[config.mk]
export PLATFORM = sky130hd
export DESIGN_NAME = rxq_engine
export DESIGN_NICKNAME = d
export VERILOG_FILES = /design/src/rtl/rxq_pkg.sv /design/src/rtl/rxq_fill.sv /design/src/rtl/rxq_cpreg.sv /design/src/rtl/rxq_ctrl.sv /design/src/rtl/rxq_engine.sv
export SDC_FILE = /design/constraint.sdc
export NUM_CORES = 1
export LEC_CHECK = 0
export BUFFER_PORTS_ARGS = -buffer_cell sky130_fd_sc_hd__buf_2
export CAP_MARGIN = 40
export CORE_AREA = 2 2 114 227
export CTS_CLUSTER_SIZE = 30
export DETAILED_ROUTE_END_ITERATION = 16
export DIE_AREA = 0 0 116 229
export PLACE_DENSITY = 0.81
export SLEW_MARGIN = 20
export SYNTH_ARGS = -nofsm -noshare
export SYNTH_HDL_FRONTEND = slang
export SYNTH_HIERARCHICAL = 1
export SYNTH_SLANG_ARGS = --single-unit
[constraint.sdc]
create_clock -name clk -period 7.74 [get_ports clk]
set_clock_uncertainty 0.15 [all_clocks]
set_input_delay 0.774 -clock clk [delete_from_list [all_inputs] [get_ports clk]]
set_output_delay 0.774 -clock clk [all_outputs]
set_load 0.03 [all_outputs]
[src/rtl/rxq_pkg.sv]
// Shared constants and types of the receive queue engine.
// Assumes descriptors are four 32-bit words on a 16-byte boundary.
package rxq_pkg;
    localparam int PTR_W = 32;
    localparam int LEN_W = 16;
    localparam int BYTE_W = 8;

    localparam logic [PTR_W-1:0] OFS_NEXT = 32'd0;
    localparam logic [PTR_W-1:0] OFS_BUF  = 32'd4;
    localparam logic [PTR_W-1:0] OFS_LEN  = 32'd8;
    localparam logic [PTR_W-1:0] OFS_FLAG = 32'd12;

    localparam int FL_SOP = 31;
    localparam int FL_EOP = 30;
    localparam int FL_OWN = 29;
    localparam int FL_EOQ = 28;
    localparam int FL_ERR = 26;

    localparam logic [PTR_W-1:0] TDOWN_MARK = 32'hFFFF_FFFC;

    typedef enum logic [3:0] {
        ST_IDLE, ST_RD_FLAG, ST_RD_BUF, ST_RD_LEN, ST_RD_NEXT,
        ST_LOAD, ST_RECV, ST_WR_LEN, ST_WR_FLAG
    } rxq_st_t;
endpackage

[src/rtl/rxq_fill.sv]
// Frame fill unit: accepts stream bytes, writes them into the buffer up
// to a byte limit, and tracks the count and the error/truncation state.
// Assumes load is pulsed once before each frame.
module rxq_fill
    import rxq_pkg::*;
(
    input  logic              clk,
    input  logic              rst_n,
    input  logic              load,
    input  logic [PTR_W-1:0]  base,
    input  logic [LEN_W-1:0]  limit,
    input  logic              en,
    input  logic              s_valid,
    input  logic [BYTE_W-1:0] s_data,
    input  logic              s_last,
    input  logic              s_err,
    output logic              s_ready,
    output logic              bw_en,
    output logic [PTR_W-1:0]  bw_addr,
    output logic [BYTE_W-1:0] bw_data,
    output logic [LEN_W-1:0]  count,
    output logic              bad,
    output logic              started,
    output logic              done
);
    localparam int PAD_W = PTR_W - LEN_W;

    logic [LEN_W-1:0] cnt_q, lim_q;
    logic [PTR_W-1:0] base_q;
    logic             bad_q, started_q;
    logic             beat, room;

    // Stream handshake and buffer write decode.
    always_comb begin
        beat    = en && s_valid;
        room    = cnt_q < lim_q;
        s_ready = en;
        bw_en   = beat && room;
        bw_addr = base_q + {{PAD_W{1'b0}}, cnt_q};
        bw_data = s_data;
        done    = beat && s_last;
        count   = cnt_q;
        bad     = bad_q;
        started = started_q;
    end

    // Per-frame count, limit and error state.
    always_ff @(posedge clk) begin
        if (!rst_n) begin
            cnt_q     <= '0;
            lim_q     <= '0;
            base_q    <= '0;
            bad_q     <= 1'b0;
            started_q <= 1'b0;
        end else if (load) begin
            cnt_q     <= '0;
            lim_q     <= limit;
            base_q    <= base;
            bad_q     <= 1'b0;
            started_q <= 1'b0;
        end else if (beat) begin
            started_q <= 1'b1;
            if (room) cnt_q <= cnt_q + 1'b1;
            bad_q <= bad_q || s_err || !room;
        end
    end
endmodule

[src/rtl/rxq_cpreg.sv]
// Completion pointer register and interrupt-pending logic.
// Assumes software and teardown never write in the same cycle.
module rxq_cpreg
    import rxq_pkg::*;
(
    input  logic             clk,
    input  logic             rst_n,
    input  logic             cp_wr,
    input  logic [PTR_W-1:0] cp_data,
    input  logic             done_evt,
    input  logic [PTR_W-1:0] done_addr,
    input  logic             tdown_evt,
    output logic [PTR_W-1:0] cp_out,
    output logic             irq
);
    logic [PTR_W-1:0] cp_q, last_q;

    // Completion value and last-completed descriptor tracking.
    always_ff @(posedge clk) begin
        if (!rst_n) begin
            cp_q   <= '0;
            last_q <= '0;
        end else if (tdown_evt) begin
            cp_q   <= TDOWN_MARK;
            last_q <= TDOWN_MARK;
        end else begin
            if (cp_wr) cp_q <= cp_data;
            if (done_evt) last_q <= done_addr;
        end
    end

    // Pending while software has not acknowledged the latest completion.
    always_comb begin
        cp_out = cp_q;
        irq    = cp_q != last_q;
    end
endmodule

[src/rtl/rxq_ctrl.sv]
// Descriptor walk sequencer: fetches a descriptor, checks ownership,
// runs the fill unit for one frame, writes back count and status and
// follows the link. Handles teardown at frame boundaries.
// Assumes a descriptor RAM with one-cycle read latency.
module rxq_ctrl
    import rxq_pkg::*;
(
    input  logic             clk,
    input  logic             rst_n,
    input  logic             hdp_wr,
    input  logic [PTR_W-1:0] hdp_data,
    input  logic             tdown_wr,
    input  logic [LEN_W-1:0] max_len,
    output logic [PTR_W-1:0] dm_addr,
    output logic             dm_we,
    output logic [PTR_W-1:0] dm_wdata,
    input  logic [PTR_W-1:0] dm_rdata,
    output logic             fill_load,
    output logic [PTR_W-1:0] fill_base,
    output logic [LEN_W-1:0] fill_limit,
    output logic             fill_en,
    input  logic             fill_started,
    input  logic             fill_done,
    input  logic [LEN_W-1:0] fill_count,
    input  logic             fill_bad,
    output logic             done_evt,
    output logic [PTR_W-1:0] done_addr,
    output logic             tdown_evt,
    output logic             rx_active
);
    localparam int PAD_W = PTR_W - LEN_W;

    rxq_st_t          st_q;
    logic [PTR_W-1:0] cur_q, buf_q, next_q;
    logic [LEN_W-1:0] blen_q;
    logic             tpend_q, tdown_go;
    logic [PTR_W-1:0] flag_word;

    // Teardown fires only where no frame is in flight.
    assign tdown_go = tpend_q &&
        ((st_q == ST_IDLE) || ((st_q == ST_RECV) && !fill_started));

    // Status word written back into a finished descriptor.
    always_comb begin
        flag_word             = '0;
        flag_word[FL_SOP]     = 1'b1;
        flag_word[FL_EOP]     = 1'b1;
        flag_word[FL_EOQ]     = (next_q == '0);
        flag_word[FL_ERR]     = fill_bad;
        flag_word[LEN_W-1:0]  = fill_count;
    end

    // Descriptor RAM port and fill unit controls.
    always_comb begin
        dm_we    = 1'b0;
        dm_wdata = '0;
        dm_addr  = cur_q;
        case (st_q)
            ST_RD_FLAG: dm_addr = cur_q + OFS_FLAG;
            ST_RD_BUF:  dm_addr = cur_q + OFS_BUF;
            ST_RD_LEN:  dm_addr = cur_q + OFS_LEN;
            ST_RD_NEXT: dm_addr = cur_q + OFS_NEXT;
            ST_WR_LEN: begin
                dm_addr  = cur_q + OFS_LEN;
                dm_we    = 1'b1;
                dm_wdata = {{PAD_W{1'b0}}, fill_count};
            end
            ST_WR_FLAG: begin
                dm_addr  = cur_q + OFS_FLAG;
                dm_we    = 1'b1;
                dm_wdata = flag_word;
            end
            default: ;
        endcase
        fill_load  = (st_q == ST_LOAD);
        fill_base  = buf_q;
        fill_limit = (blen_q < max_len) ? blen_q : max_len;
        fill_en    = (st_q == ST_RECV) && !tdown_go;
        done_evt   = (st_q == ST_WR_FLAG);
        done_addr  = cur_q;
        tdown_evt  = tdown_go;
        rx_active  = (st_q != ST_IDLE);
    end

    // Sequencer state, captured descriptor fields and teardown request.
    always_ff @(posedge clk) begin
        if (!rst_n) begin
            st_q    <= ST_IDLE;
            cur_q   <= '0;
            buf_q   <= '0;
            next_q  <= '0;
            blen_q  <= '0;
            tpend_q <= 1'b0;
        end else begin
            if (tdown_go)      tpend_q <= 1'b0;
            else if (tdown_wr) tpend_q <= 1'b1;
            case (st_q)
                ST_IDLE: begin
                    if (!tdown_go && hdp_wr && (hdp_data != '0)) begin
                        cur_q <= hdp_data;
                        st_q  <= ST_RD_FLAG;
                    end
                end
                ST_RD_FLAG: st_q <= ST_RD_BUF;
                ST_RD_BUF:  st_q <= dm_rdata[FL_OWN] ? ST_RD_LEN : ST_IDLE;
                ST_RD_LEN: begin
                    buf_q <= dm_rdata;
                    st_q  <= ST_RD_NEXT;
                end
                ST_RD_NEXT: begin
                    blen_q <= dm_rdata[LEN_W-1:0];
                    st_q   <= ST_LOAD;
                end
                ST_LOAD: begin
                    next_q <= dm_rdata;
                    st_q   <= ST_RECV;
                end
                ST_RECV: begin
                    if (tdown_go)       st_q <= ST_IDLE;
                    else if (fill_done) st_q <= ST_WR_LEN;
                end
                ST_WR_LEN: st_q <= ST_WR_FLAG;
                ST_WR_FLAG: begin
                    if (next_q == '0) begin
                        st_q <= ST_IDLE;
                    end else begin
                        cur_q <= next_q;
                        st_q  <= ST_RD_FLAG;
                    end
                end
                default: st_q <= ST_IDLE;
            endcase
        end
    end
endmodule

[src/rtl/rxq_engine.sv]
// Top of the descriptor-chained receive queue engine: joins the walk
// sequencer, the fill unit and the completion register.
// Assumes 16-byte aligned descriptors in a one-cycle-latency RAM.
module rxq_engine
    import rxq_pkg::*;
(
    input  logic        clk,
    input  logic        rst_n,
    input  logic        hdp_wr,
    input  logic [31:0] hdp_data,
    input  logic        cp_wr,
    input  logic [31:0] cp_data,
    input  logic        tdown_wr,
    input  logic [15:0] max_len,
    input  logic        s_valid,
    input  logic [7:0]  s_data,
    input  logic        s_last,
    input  logic        s_err,
    output logic        s_ready,
    output logic [31:0] dm_addr,
    output logic        dm_we,
    output logic [31:0] dm_wdata,
    input  logic [31:0] dm_rdata,
    output logic        bw_en,
    output logic [31:0] bw_addr,
    output logic [7:0]  bw_data,
    output logic [31:0] cp_out,
    output logic        irq,
    output logic        rx_active
);
    logic             fill_load, fill_en, fill_started, fill_done, fill_bad;
    logic [PTR_W-1:0] fill_base;
    logic [LEN_W-1:0] fill_limit, fill_count;
    logic             done_evt, tdown_evt;
    logic [PTR_W-1:0] done_addr;

    rxq_ctrl u_ctrl (
        .clk(clk), .rst_n(rst_n),
        .hdp_wr(hdp_wr), .hdp_data(hdp_data),
        .tdown_wr(tdown_wr), .max_len(max_len),
        .dm_addr(dm_addr), .dm_we(dm_we), .dm_wdata(dm_wdata),
        .dm_rdata(dm_rdata),
        .fill_load(fill_load), .fill_base(fill_base),
        .fill_limit(fill_limit), .fill_en(fill_en),
        .fill_started(fill_started), .fill_done(fill_done),
        .fill_count(fill_count), .fill_bad(fill_bad),
        .done_evt(done_evt), .done_addr(done_addr),
        .tdown_evt(tdown_evt), .rx_active(rx_active)
    );

    rxq_fill u_fill (
        .clk(clk), .rst_n(rst_n),
        .load(fill_load), .base(fill_base), .limit(fill_limit),
        .en(fill_en),
        .s_valid(s_valid), .s_data(s_data), .s_last(s_last),
        .s_err(s_err), .s_ready(s_ready),
        .bw_en(bw_en), .bw_addr(bw_addr), .bw_data(bw_data),
        .count(fill_count), .bad(fill_bad),
        .started(fill_started), .done(fill_done)
    );

    rxq_cpreg u_cp (
        .clk(clk), .rst_n(rst_n),
        .cp_wr(cp_wr), .cp_data(cp_data),
        .done_evt(done_evt), .done_addr(done_addr),
        .tdown_evt(tdown_evt),
        .cp_out(cp_out), .irq(irq)
    );
endmodule

# Word-level counts from Yosys, hierarchy flattened
# Cells that the tools add are included.
# totals
ff_bits,247
wordCells,81
# op_classes
addsub,5
order_cmp,2
n_eq_ne,12
muxes,17
bitwise_logic,1
reduce_logical,29
# op_table
operator,count
$mux 32,6
$pmux 32 s2,2
$pmux 32 s3,1
$add 32x4->32 const B,2
$pmux 4 s9,1
$add 32x16->32,1
$add 32x3->32 const B,1
$logic_not 32->1,1
$lt 16x16->1,2
$ne 32x32->1,1
$reduce_bool 32->1,1
$add 16x1->16 const B,1
$eq 4x3->1 const B,4
$mux 16,1
$mux 4,3
$reduce_or 2->1,5
$eq 4x2->1 const B,2
$logic_and 1x1->1,8
$reduce_bool 2->1,3
$eq 4x1->1 const B,1
$eq 4x4->1 const B,1
$logic_not 4->1,1
$ne 2x2->1 const B,2
$reduce_and 2->1,2
other kinds (8),13

# Logic depth before layout (Yosys ltp)
# Gate-level depths: netlist of the first run.
# logic_depth
depth_word,11
depth_mapped,14
mapped_depth_nobuf,9

# Hierarchy
# Netlist of the first run, hierarchy kept.
# modules_own_cells
module,instances,cells_each,area_per_inst_um2
rxq_ctrl,1,853,6423.7
rxq_fill,1,486,4309.1
rxq_cpreg,1,258,3220.6

# Worst setup path after synthesis of the first run
# No wires, ideal clock.
# synth_path
kind,register to output
startpoint,register u_ctrl.st_q[0]
endpoint,output dm_addr[26]
arrival_ps,3033
required_ps,6816
setup_slack_ps,3783
path_stages_with_launch,12
path_buffers,2
path_cell_list,dfxtp_1 -> buf_2 -> buf_1 -> xor2_1 -> and2_1 -> inv_1 -> fa_1 -> o41ai_2 -> nand2_1 -> nor4_1 -> nand4_1 -> o31ai_1
# synth_between
elab_chain_cells,3
# synth_lines
element,line,source
from (decl),rxq_ctrl.sv:33,rxq_st_t st_q;
from (signal assigned),rxq_ctrl.sv:105,ST_RD_BUF: st_q <= dm_rdata[FL_OWN] ? ST_RD_LEN : ST_IDLE;
$eq 4x4->1 (tied with other cells),rxq_ctrl.sv:58,case (st_q)
$reduce_or 2->1 (no source line),--,
$pmux 32 s3 (*),rxq_ctrl.sv:58,
to (decl),rxq_engine.sv:20,"output logic [31:0] dm_addr,"
# Every way passes the cells marked *; elsewhere a longest branch is shown, timed or not.

# Worst setup path in the final report of the first run
# Ends and elaborated chain as after synthesis.

==> run summary, run 1 <==
The maximum clock insertion buffer count is 3. The actual transition at the worst max-transition pin came out at 0.835 ns. The highest clock rate came out at 217 MHz. The Yosys step of the flow raised 6 warnings.

The number of instances resized during post-cts repair is 0. The flow ran to the end, and the final reports show no timing, DRC or antenna violations. The worst min-delay path category is register to register.

The synthesized area came out at 14,000 µm². For this run, the leading register cell type out of synthesis is sky130_fd_sc_hd__dfxtp_1. After detailed routing, the number of remaining DRC violations is 0. Fill cells in the final layout number 2,151. The kind of start point of the critical path is a register.

The final layout net count is 1,947. The async set or reset register ratio after synthesis is 0. The initial cell density of the core is 0.562.

The unique cell type count in the Yosys netlist came out at 81. The total overflow reported by the global router is 0. The count of standard-cell rows is 82. The final wirelength is 40,000 µm.

STA classifies the critical path endpoint as an output pin. Walking the worst path, the cells encountered are xor2_1 -> and2_1 -> inv_1 -> fa_1 -> o41ai_2 -> nand2_1 -> or4_1 -> o41ai_1 -> o31ai_1 -> buf_2. The number of max-cap violations came out at 0. The number of pins exceeding their max-slew limit in the final report is 0. The master of the slowest instance on the critical path is sky130_fd_sc_hd__dfxtp_1.

The clock slew at the register clock pins of the worst setup and hold paths came out at 0.06 ns. The first-pass GRT wire length came out at 62,600 µm. The number of post-CTS setup repair buffers came out at 0.

The full die area is 26,600 µm². By area the synthesized netlist is led by sky130_fd_sc_hd__dfxtp_1, sky130_fd_sc_hd__nand2_1, sky130_fd_sc_hd__mux2_4, sky130_fd_sc_hd__ha_1, sky130_fd_sc_hd__xnor2_1. The clock insertion delay at the later pin of the skew report came out at 0.54 ns. For this run, the share of the core covered by cells in the final layout is 0.641. The largest total area in the synthesized netlist belongs to sky130_fd_sc_hd__dfxtp_1. The worst setup path is of the register to output pin kind. Of the available clock period, the critical path in the final layout requires 0.596.

The number of hold violations in the final report is 0. The die span in y is 229 µm. In this run the number of H-tree levels came out at 1.

The count of buffers added on input and output ports is 240. TritonCTS built the clock tree. The largest net degree at the start of global routing is 82. The via count of the first global-routing pass is 11.8k. In the global route stage, overall resource usage came out at 0.294. CTS saw 247 sinks.

The initial antenna violation count is 4. Of the post-synthesis cell area, the dominant cell type holds 0.354. Setup repair after global routing left no endpoint under its margin. The x dimension of the die came out at 116 µm. The total power per unit cell area is 205 nW/µm². For this run, the detailed router's first-pass iteration total came to 5.

STA puts the critical path data required time at 6.82 ns. The worst vdd rail ir drop came out at 0.000233 V. The number of DRC markers after the initial detailed-route iteration is 926. Of the cells placed in the final design, the portion with a size suffix greater than 1 is 0.227. In the routed layout, each cell is associated on average with a via count of 5.84. The number of top-level design ports came out at 269. The leakage power figure came out at 6.58 nW.

The layout overhead on the synthesized area came out at 14.1%. The mean post-synth cell area came out at 8.74 µm². The routed wirelength normalized by instance count is 18.8 µm. The via count came out at 12.4k. The worst endpoint data arrival time is 3.69 ns.

At the end of routability-driven placement, the weighted congestion stood at 0.929. The gate count after technology mapping came out at 1,597. The detail route stage leaves a number of antenna-violating nets equal to 0. The area inside the core boundary came out at 24,800 µm².

The maximum fanout along the worst path came out at 18. Summed over all failing endpoints, the final setup total negative slack is 0 ns. The final critical path time including I/O delays and setup is 4.61 ns.

The number of flops mapped to enable cells by yosys is 0. The hold buffer count at cts came out at 0. The number of buffers added by the clock tree synthesis step is 24.

The area taken by multi-input logic gates is 8110 µm². Setup violations remaining at the end of the flow were counted as 0. The worst max-slew margin expressed relative to the limit is 0.443. Across the whole layout, storage elements account for 4940 µm². The post-synthesis sequential element count is 247. The HPWL after detailed placement came out at 29,000 µm. The fraction of the yosys area taken by sequential cells came out at 0.354. Final hold analysis gives a worst-case slack of 0.306 ns.

Clock tree synthesis selected as its root buffer the cell sky130_fd_sc_hd__clkbuf_16. The critical path's largest stage delay is 0.75 ns.
-- critical path, delay by kind of cell, from the launching register on --
| family | cells | cell delay [ns] |
|---|---|---|
| DFF | 1 | 0.75 |
| AOI/OAI and AO/OA | 3 | 0.65 |
| and+or+nand+nor | 3 | 0.91 |
| adders and majority gates | 1 | 0.41 |
| xor gates and xnor gates | 1 | 0.18 |
| buffers and inverters | 2 | 0.25 |
-- cells in the mapped netlist, types with 27 or more instances --
| master | count |
|---|---|
| sky130_fd_sc_hd__inv_1 | 46 |
| sky130_fd_sc_hd__nor3_1 | 54 |
| sky130_fd_sc_hd__o21a_1 | 63 |
| sky130_fd_sc_hd__mux2i_1 | 54 |
| sky130_fd_sc_hd__a21oi_1 | 114 |
| sky130_fd_sc_hd__nor2b_1 | 52 |
| sky130_fd_sc_hd__clkbuf_1 | 64 |
| sky130_fd_sc_hd__buf_4 | 27 |
| sky130_fd_sc_hd__xnor2_1 | 67 |
| sky130_fd_sc_hd__dfxtp_1 | 247 |
| sky130_fd_sc_hd__ha_1 | 49 |
| sky130_fd_sc_hd__nand4_1 | 33 |
| sky130_fd_sc_hd__mux2_4 | 56 |
| sky130_fd_sc_hd__nor2_1 | 48 |
| sky130_fd_sc_hd__nand2_1 | 282 |
| sky130_fd_sc_hd__a311oi_1 | 33 |
-- per-stage QoR --
| stage | setup WS, ns | total power, mW | std cells | cell area (µm²) |
|---|---|---|---|---|
| finish | 3.13 | 3.27 | 2122 | 15900 |
| global route | 2.93 | 3.38 | 2121 | 15900 |
| CTS | 3.14 | 3.28 | 2115 | 15800 |
| detailed placement | 3.73 | 2.10 | 2074 | 15000 |
| global placement | 3.68 | 2.09 | 2070 | 15000 |
| floorplan | 3.78 | 1.92 | 1608 | 14000 |
-- area by class of cell --
cell class	instances	share of cell area
inverter	49	0.0117
sequential	247	0.311
timing repair buffer	262	0.0912
clock inverter	11	0.00825
multi-input combinational	1184	0.510
clock buffer	30	0.0417
tap	336	0.0264
antenna	3	0.000472
-- where the power goes --
| part | internal, mW | switching [mW] |
|---|---|---|
| Clock | 0.678 | 0.513 |
| Combinational | 0.257 | 0.355 |
| Sequential | 1.35 | 0.117 |
| Total | 2.29 | 0.985 |
-- path summary, 6_finish.rpt --
kind | start | to | slack, ns | cells past startpoint
worst min-delay path | u_ctrl/fill_base[15] | u_ctrl/fill_base[15] | 0.31 | 2
worst min register to register | u_ctrl/fill_base[15] | u_ctrl/fill_base[15] | 0.31 | 2
worst max-delay path | u_ctrl/st_q[0] | dm_addr[26] | 3.13 | 10
worst max register to register | u_ctrl/st_q[1] | u_fill/count[15] | 4.14 | 8
-- state kept, by name, summed over array words and instances (netlist names), 4 cells and up --
signal	flops
u_ctrl/next_q	32
u_ctrl/blen_q	16
u_cp/cp_out	32
u_cp/last_q	32
u_fill/count	16
u_fill/lim_q	16
u_ctrl/done_addr	32
u_ctrl/st_q	4
u_fill/base_q	32
u_ctrl/fill_base	32
-- logic make-up (layout without fill, tap and decap cells) --
group,after synthesis,in the layout,synth area share
buf+inv,177,352,0.0681
simple gates,585,585,0.202
mux,132,132,0.117
fa+ha+maj,51,51,0.0468
xor+xnor,89,89,0.0559
other cells,1,15,0.000269
compound gates,315,315,0.156
flops,247,247,0.354
-- cell usage in the layout, fill, tap and decap left out, types with 52 or more instances in the layout --
cell type	n
sky130_fd_sc_hd__a21oi_1	114
sky130_fd_sc_hd__buf_2	240
sky130_fd_sc_hd__dfxtp_1	247
sky130_fd_sc_hd__mux2_4	56
sky130_fd_sc_hd__mux2i_1	54
sky130_fd_sc_hd__nand2_1	282
sky130_fd_sc_hd__nor2b_1	52
sky130_fd_sc_hd__nor3_1	53
sky130_fd_sc_hd__o21a_1	63
sky130_fd_sc_hd__xnor2_1	67
-- metal layers --
layer	part of all wire	global-route usage	routed length, µm	vias up
met1	0.41	0.378	16400	5843
met3	0.068	0.0431	2720	89
li1	-	-	-	5929
met4	0.035	0.112	1400	2
met5	0.00028	0	11	-
met2	0.49	0.493	19500	527
Note: power is estimated with default switching activity, not from simulation.
==> run 2: changes to the inputs <==
--- a/config.mk
+++ b/config.mk
@@ -5,13 +5,14 @@
 export SDC_FILE = /design/constraint.sdc
 export NUM_CORES = 1
 export LEC_CHECK = 0
+export ABC_AREA = 1
 export BUFFER_PORTS_ARGS = -buffer_cell sky130_fd_sc_hd__buf_2
 export CAP_MARGIN = 40
-export CORE_AREA = 2 2 114 227
+export CORE_AREA = 2 2 124 246
 export CTS_CLUSTER_SIZE = 30
 export DETAILED_ROUTE_END_ITERATION = 16
-export DIE_AREA = 0 0 116 229
-export PLACE_DENSITY = 0.81
+export DIE_AREA = 0 0 126 248
+export PLACE_DENSITY = 0.76
 export SLEW_MARGIN = 20
 export SYNTH_ARGS = -nofsm -noshare
 export SYNTH_HDL_FRONTEND = slang
==> constraint.sdc (replaced) <==
create_clock -name clk -period 3.8 [get_ports clk]
set_clock_uncertainty 0.15 [all_clocks]
set_input_delay 0.38 -clock clk [delete_from_list [all_inputs] [get_ports clk]]
set_output_delay 0.38 -clock clk [all_outputs]
set_load 0.03 [all_outputs]
==> run 2 against run 1 <==
  * Wire length up 23%
  * Critical path depth up 5
  * Combinational power rose to 4.8 times the previous value
  * Power increased to 2.7 times the previous value
  * Highest routed layer unchanged
  * Synthesized cell count rose by 42%
  * Final cell count rose by 36%
  * Final area up 9.4%
  * Sequential power up 130%
  * Non-clock buffer count grew 55
  * Worst hold slack worse by 0.30 ns
  * Clock power up 110%
  * Sequential share of layout area down 2.7 points
==> run summary, run 2 <==
The flow ran to the end, and the final reports show no timing, DRC or antenna violations. The first global-routing pass estimated 75,800 µm of wire. The gate count after technology mapping is 2,268. The final hold slack is 0.00695 ns. The register-to-register setup slack came out at 1.20 ns. The worst path in the final design needs a cycle of 3.57 ns, including I/O delays and setup.

The remaining number of nets flagged by the antenna check after routing is 0. Buffers placed on the I/O ports in this run total 240. Among all flip-flop cells after synthesis, the most frequent one is sky130_fd_sc_hd__dfxtp_1. Setup violations remaining at the end of the flow were counted as 0. The share of total power dissipated in the clock network is 0.286. The worst setup path is of the register to output pin kind. The die span in y came out at 248 µm. The final non-filler cell total came out at 2,881. TritonCTS built the clock tree. The largest individual stage delay along the critical path comes from the cell sky130_fd_sc_hd__dfxtp_1. The initial antenna violation count came out at 7. The cell family contributing the most delay on the critical path is simple AND/OR/NAND/NOR gates. The total placed cells including tap cells came out at 2,787. The clock tree root driver cell is sky130_fd_sc_hd__clkbuf_16. Counting flops with a built-in enable in the synthesized netlist gives 0.

The mean post-synth cell area came out at 6.50 µm². Yosys mapped the design onto 44 distinct sky130hd cell types. Of the total synthesized cell area, the portion taken by full adders, half adders and majority gates is 0.0443. The largest net degree at the start of global routing came out at 103. The worst path required time came out at 3.27 ns. The share of the synthesized area in the top cell type came out at 0.336. The worst hold path terminates at u_ctrl/fill_base[16]. In the post-synthesis netlist, the cell with the most instances is sky130_fd_sc_hd__nand2_1. The area taken by multi-input logic gates is 8170 µm². The area share of and/or/nand/nor cells after synthesis came out at 0.308. The library cell used most frequently in the layout, excluding fill and tap cells, is sky130_fd_sc_hd__nand2_1. The worst vdd rail ir drop is 0.000329 V. After synthesis, the share of cell area in mux cells is 0. The number of design rule violations left after detail routing is 0. The initial cell density of the core is 0.501. The number of cells traversed by the worst register-to-register path is 14. The floorplan has 89 rows. For this run, the post-layout net count is 2,675. The sequential cell area in the final layout came out at 4950 µm². The leakage power figure is 8.33 nW. The total power per unit cell area came out at 503 nW/µm². In this run the cell area of the synthesized design comes to 14,700 µm².

The most critical setup path has its startpoint at u_ctrl/st_q[0]. The endpoint identified for the worst register-to-register timing path is u_fill/count[15]. The clock drives 247 sinks. By area the synthesized netlist is led by sky130_fd_sc_hd__dfxtp_1, sky130_fd_sc_hd__nand2_1, sky130_fd_sc_hd__nor2_1, sky130_fd_sc_hd__a21oi_1, sky130_fd_sc_hd__inv_1. The kind of start point of the critical path is a register. The combined buffer and inverter count along the critical path came out at 5. 269 I/O pins were placed. Along the worst hold path, the cell count comes to 3. The worst max-slew margin expressed relative to the limit is 0.462. The clock slew at the register clock pins of the worst setup and hold paths came out at 0.07 ns.

Of all nets on the critical path, the largest fanout is 5. The cell-internal power came out at 5.32 mW. The compound-gate portion of the synthesized area is 0.163.

The number of search-and-repair iterations in the first detailed-routing pass is 5. The detailed router placed 15.5k vias in this run. Max-cap violations in this run came to 0. Of the total power, the share spent switching nets is 0.392.

In this run the horizontal extent of the chip is 126 µm. Compared with the post-synthesis result, the final layout area differs by 18.2%. Of the total synthesized cell area, the portion taken by XOR and XNOR cells is 0.0344. The most numerous cell type found on the critical path is sky130_fd_sc_hd__inv_1. The Yosys step of the flow raised 6 warnings. The worst hold path begins at dm_rdata[16]. In the final layout, the share of cells above drive strength 1 is 0.155. The number of DRC markers after the initial detailed-route iteration is 821. The worst setup path is captured at an output pin. The post-synthesis sequential element count is 247. Summed over all nets, the half-perimeter wirelength after detailed placement is 37,800 µm.

The signal on the critical path passes through inv_1 -> nor2_1 -> nand2_2 -> inv_1 -> nor2_1 -> inv_1 -> ha_1 -> a21oi_1 -> nor2_2 -> nand2_1 -> inv_1 -> nand3_1 -> o21ai_2 -> xor2_1 -> buf_2. The overall routing resource usage is 0.304. On the worst path, the slowest cell contributes a delay of 0.34 ns. The start of the worst register-to-register path is u_ctrl/st_q[2].

The number of hold violations in the final report came out at 0. The share of total power dissipated in sequential elements is 0.378. Of the total power, combinational logic draws 0.337. The total overflow reported by the global router came out at 0. The area inside the core boundary is 29,400 µm². The post-route fraction of the period consumed by the critical path is 0.938. The clock insertion delay at the later pin of the skew report came out at 0.53 ns. The final estimated routing congestion in global placement is 0.977. In the synthesized netlist, the cells that appear most often are sky130_fd_sc_hd__nand2_1, sky130_fd_sc_hd__nor2_1, sky130_fd_sc_hd__inv_1. The worst endpoint data arrival time is 3.04 ns. After synthesis, the share of flip-flops with an asynchronous set or reset is 0.

The routed wirelength normalized by instance count came out at 17.1 µm. The fraction of the yosys area taken by sequential cells is 0.336. The final wirelength came out at 49,400 µm. In the layout the commonest cells are sky130_fd_sc_hd__nand2_1, sky130_fd_sc_hd__nor2_1, sky130_fd_sc_hd__inv_1.

The main combinational cell family by area after synthesis is simple AND/OR/NAND/NOR gates. The maximum clock insertion buffer count is 3. Summed over all nets, the switching power comes to 3.44 mW. Using the TritonRoute via totals, the vias-per-cell ratio works out to 5.37.

The via count of the first global-routing pass is 14.9k. Counting the fill cells in the layout gives 2,841. Of all cell types, the one taking the most synthesized area is sky130_fd_sc_hd__dfxtp_1. The highest clock rate came out at 280 MHz. The actual transition at the worst max-transition pin came out at 0.805 ns. The tightest min-delay check is of the input pin to register type.

The number of pins exceeding their max-slew limit in the final report is 0. The die covers 31,200 µm². The H-tree level count came out at 1. The number of buffers added by the clock tree synthesis step came out at 23.
[run 2: area by class of cell]
type	instances	area share
antenna	5	0.000719
clock buffer	33	0.0392
clock inverter	8	0.00719
inverter	274	0.0591
multi-input combinational	1633	0.469
sequential	247	0.284
tap	364	0.0262
timing repair buffer	317	0.114
[run 2: repair_timing]
action,CTS,global route
hold buffers,46,0
resized for setup,1,9
hold endpoints to repair,54,0
pin swaps,0,1
setup buffers,0,1
endpoints found under the setup margin,2,17
[run 2: logic make-up (layout without fill, tap and decap cells)]
logic type | Yosys count | in the layout
compound gates | 436 | 436
xor+xnor | 57 | 57
buf+inv | 399 | 632
flops | 247 | 247
other cells | 1 | 17
fa+ha+maj | 51 | 51
simple gates | 1077 | 1077
[run 2: worst max path at each step]
stage                   to  slack [ns]  depth (start not counted)
2_1_floorplan  dm_addr[20]        0.63                         13
3_3_place_gp   dm_addr[15]        0.61                         14
3_5_place_dp   dm_addr[15]        0.55                         14
4_1_cts        dm_addr[20]        0.04                         14
5_1_grt        dm_addr[21]       -0.01                         15
6_report       dm_addr[21]        0.23                         15
[run 2: power by group through the flow]
stage,sequential [mW],clock (mW),combinational [mW]
after detailed placement,3.36,0,2.83
after CTS,3.31,2.55,2.88
final,3.31,2.50,2.95
after global placement,3.35,0,2.80
after floorplan,3.32,0,1.96
after global routing,3.35,2.65,3.23
[run 2: tightest hold or removal path, cell delays in order]
cell                     delay, ns
sky130_fd_sc_hd__buf_2        0.11
sky130_fd_sc_hd__nor2_1       0.05
sky130_fd_sc_hd__nor2_1       0.09
[run 2: layer usage]
metal  GRT usage  share of wire
met1       0.281           0.33
met2       0.579           0.52
met3      0.0425          0.052
met4       0.250          0.091
met5           0        0.00043
[run 2: per-stage QoR]
stage | instance area, µm² | power (mW) | util | TNS [ns] | worst slack, ns
4_1_cts | 17300 | 8.73 | 0.590 | 0 | 0.0367
5_1_grt | 17400 | 9.22 | 0.592 | -0.0145 | -0.0145
2_1_floorplan | 14800 | 5.28 | - | 0 | 0.630
3_5_place_dp | 16100 | 6.19 | 0.546 | 0 | 0.553
6_report | 17400 | 8.76 | 0.592 | 0 | 0.234
3_3_place_gp | 16000 | 6.15 | 0.545 | 0 | 0.607
==> run 3: changes to the inputs <==
--- a/config.mk
+++ b/config.mk
@@ -8,10 +8,10 @@
 export ABC_AREA = 1
 export BUFFER_PORTS_ARGS = -buffer_cell sky130_fd_sc_hd__buf_2
 export CAP_MARGIN = 40
-export CORE_AREA = 2 2 124 246
+export CORE_AREA = 2 2 223 137
 export CTS_CLUSTER_SIZE = 30
 export DETAILED_ROUTE_END_ITERATION = 16
-export DIE_AREA = 0 0 126 248
+export DIE_AREA = 0 0 225 139
 export PLACE_DENSITY = 0.76
 export SLEW_MARGIN = 20
 export SYNTH_ARGS = -nofsm -noshare
==> constraint.sdc (replaced) <==
create_clock -name clk -period 3.8 [get_ports clk]
set_clock_uncertainty 0.15 [all_clocks]
set_input_delay 0.38 -clock clk [delete_from_list [all_inputs] [get_ports clk]]
set_output_delay 0.38 -clock clk [all_outputs]
set_load 0.005 [all_outputs]
==> run 3 against run 2 <==
  * Global-route usage fell by 1.1 points
  * First-iteration DRC count rose by 110%
  * Worst hold slack improved by 0.0091 ns
  * Clock power fell by 2%
  * Worst setup slack got worse by 0.044 ns
  * Die area barely moved
  * Register-to-register slack barely moved
  * Critical path depth fell by 1
  * Final area fell by 0.24%
  * Sequential share of layout area rose by 0.070 points
  * Sequential cell count did not move
  * Critical path type unchanged
  * Critical endpoint is now dm_addr[20]
==> run summary, run 3 (synthesis results as in run 2) <==
The critical path goes through inv_1 -> nor2_1 -> nand2_2 -> inv_1 -> nor2_1 -> fa_1 -> nor2_2 -> nand2_1 -> inv_1 -> nand3_1 -> nand2_1 -> nand4_1 -> o21ai_1 -> buf_2. The via count is 15.8k. Entering global routing, the biggest net connects 123 pins.

Counting every sink on the clock net gives 247. In this run the core area contains 49 standard-cell rows. The share of layout cells above drive strength 1 is 0.151.

The worst path required time is 3.27 ns. The core region is 29,400 µm². The number of design rule violations left after detail routing came out at 0.

The initial cell density of the core came out at 0.502. The area growth from synthesis to layout is 17.9%. The worst max-slew margin expressed relative to the limit came out at 0.505. After detailed routing, the average wire length per cell comes to 16.3 µm. The highest clock rate came out at 277 MHz. The first global-routing pass estimated 74,100 µm of wire.

The via count of the first global-routing pass is 14.1k. The maximum fanout along the worst path is 5. The worst-case setup margin in the final layout came out at 0.191 ns.

In the routed layout, each cell is associated on average with a via count of 5.44. In this run the worst setup path begins at u_ctrl/st_q[0]. Setup violations remaining at the end of the flow were counted as 0. The HPWL after detailed placement came out at 35,500 µm. The top cell types in the final layout, fill and taps aside, are sky130_fd_sc_hd__nand2_1, sky130_fd_sc_hd__nor2_1, sky130_fd_sc_hd__inv_1.

The worst register-to-register path ends at u_cp/cp_out[19]. Subtracting the final worst setup slack from the clock period gives 3.61 ns. The final estimated routing congestion in global placement came out at 0.951. In this run the clock root is driven by a sky130_fd_sc_hd__clkbuf_16.

The post-place setup slack came out at 0.578 ns. Counting the buffers created by CTS gives 24. For this design the ratio of total power to cell area is 473 nW/µm². The leading cell type in the layout, fill and taps excluded is sky130_fd_sc_hd__nand2_1. The run finished with clean final reports. The tool flagged a number of max-cap violations equal to 0. The finished layout cell area came out at 17,400 µm². The die is 139 µm tall. The final wirelength came out at 47,400 µm. The critical path capture point is dm_addr[20]. The clock slew at the register clock pins of the worst setup and hold paths is 0.07 ns.

The full die area came out at 31,300 µm². The critical path's largest stage delay came out at 0.43 ns. The overall routing resource usage is 0.293. The H-tree level count came out at 1. The initial antenna violation count is 7. Summing all placed instances gives a cell area of 16,000 µm². The actual transition at the worst max-transition pin is 0.742 ns. The master of the slowest instance on the critical path is sky130_fd_sc_hd__fa_1.

Data on the critical path arrives at its endpoint at 3.08 ns. The number of cells traversed by the worst register-to-register path came out at 9. The x dimension of the die came out at 225 µm.

The final layout net count came out at 2,673. The leakage power figure came out at 8.27 nW. The total overflow left after global routing is 0.

Across all hold checks on the routed design, the worst slack comes to 0.0160 ns. The register-to-register setup slack is 1.19 ns. STA classifies the critical path endpoint as an output pin. The worst setup path is launched from a register. Setup repair after global routing left no endpoint under its margin. TritonCTS built the clock tree.

The number of pins exceeding their max-slew limit in the final report came out at 0. The longest clock path from root to sink contains 3 buffers. The number of search-and-repair iterations in the first detailed-routing pass is 6.

The startpoint identified for the worst register-to-register timing path is u_ctrl/st_q[3]. The fill cell total of the finished layout came out at 2,824. The clock insertion delay at the later pin of the skew report is 0.53 ns. The number of hold violations in the final report came out at 0. The remaining number of nets flagged by the antenna check after routing came out at 0. The start-to-end type of the worst setup path is register to output pin.

The sum of negative setup slack came out at 0 ns. VDD sags by at most 0.000333 V. The post-route fraction of the period consumed by the critical path is 0.950.

The number of post-CTS setup repair buffers is 0. The worst min-delay path category is input pin to register. The design draws 8.21 mW. The count of port buffers added during placement came out at 240.

The most numerous cell type found on the critical path is sky130_fd_sc_hd__inv_1. The number of DRC markers after the initial detailed-route iteration came out at 1,685. The number of top-level design ports came out at 269.
run 3: cell types whose count changed in the layout (fill, tap and decap cells not counted), moves of 2 or more:
cell / previous run / this run
sky130_fd_sc_hd__buf_4: 26 / 19
sky130_fd_sc_hd__dlygate4sd3_1: 46 / 53
sky130_fd_sc_hd__clkbuf_8: 7 / 1
sky130_fd_sc_hd__clkinvlp_4: 1 / 6
sky130_fd_sc_hd__clkinv_2: 2 / 6
sky130_fd_sc_hd__buf_12: 4 / 1
sky130_fd_sc_hd__clkbuf_16: 23 / 25
sky130_fd_sc_hd__diode_2: 5 / 7
run 3: final cells by class:
class / count / area (µm²) / share of cell area
clock buffers: 29 / 651 / 0.0375
repair buffers: 314 / 1940 / 0.112
well taps: 382 / 478 / 0.0275
clock inverters: 15 / 144 / 0.00828
flip-flops and latches: 247 / 4950 / 0.285
multi-input cells: 1633 / 8160 / 0.470
diodes: 7 / 17.5 / 0.00101
inverters: 274 / 1030 / 0.0592
run 3: worst min-delay path by stage:
stage | from | end | slack (ns) | cells past startpoint
2_1_floorplan | u_fill/bad | u_fill/bad | 0.28 | 2
3_3_place_gp | u_fill/bad | u_fill/bad | 0.30 | 2
6_report | cp_data[13] | u_cp/cp_out[13] | 0.02 | 3
5_1_grt | cp_data[13] | u_cp/cp_out[13] | 0.01 | 3
3_5_place_dp | u_fill/bad | u_fill/bad | 0.30 | 2
4_1_cts | cp_data[13] | u_cp/cp_out[13] | 0.007 | 3
run 3: where the power goes:
group	switching [mW]	total, mW	internal [mW]	leakage, nW
sequential	0.478	3.39	2.91	2.01
clock	1.09	2.46	1.37	0.376
combinational	1.48	2.37	0.887	5.88
run 3: repair_timing:
action	CTS	global route
setup endpoints to repair	3	11
gates cloned	0	0
hold endpoints to repair	60	0
hold buffers	53	0
pin swaps	0	0
gates resized for setup	1	5
run 3: metal layers:
metal / part of all wire / GRT usage / vias to the layer above / routed length (µm)
met2: 0.41 / 0.423 / 723 / 19600
li1: - / - / 7700 / -
met3: 0.10 / 0.0672 / 70 / 4850
met1: 0.46 / 0.437 / 7274 / 22000
met5: 0 / 0 / - / 0
met4: 0.019 / 0.0708 / 0 / 883
run 3: worst max-delay path, delay by kind of cell (launching register included):
kind,cells,cell delay (ns)
compound gates,1,0.17
fa+ha+maj,1,0.43
buf+inv,4,0.44
flops,1,0.38
simple gates,8,1.11
run 3: per-stage QoR:
step,cells,utilization
after CTS,2894,0.590
after global routing,2901,0.591
after detailed placement,2797,0.545
after global placement,2794,0.543
final,2901,0.591
after floorplan,2279,-
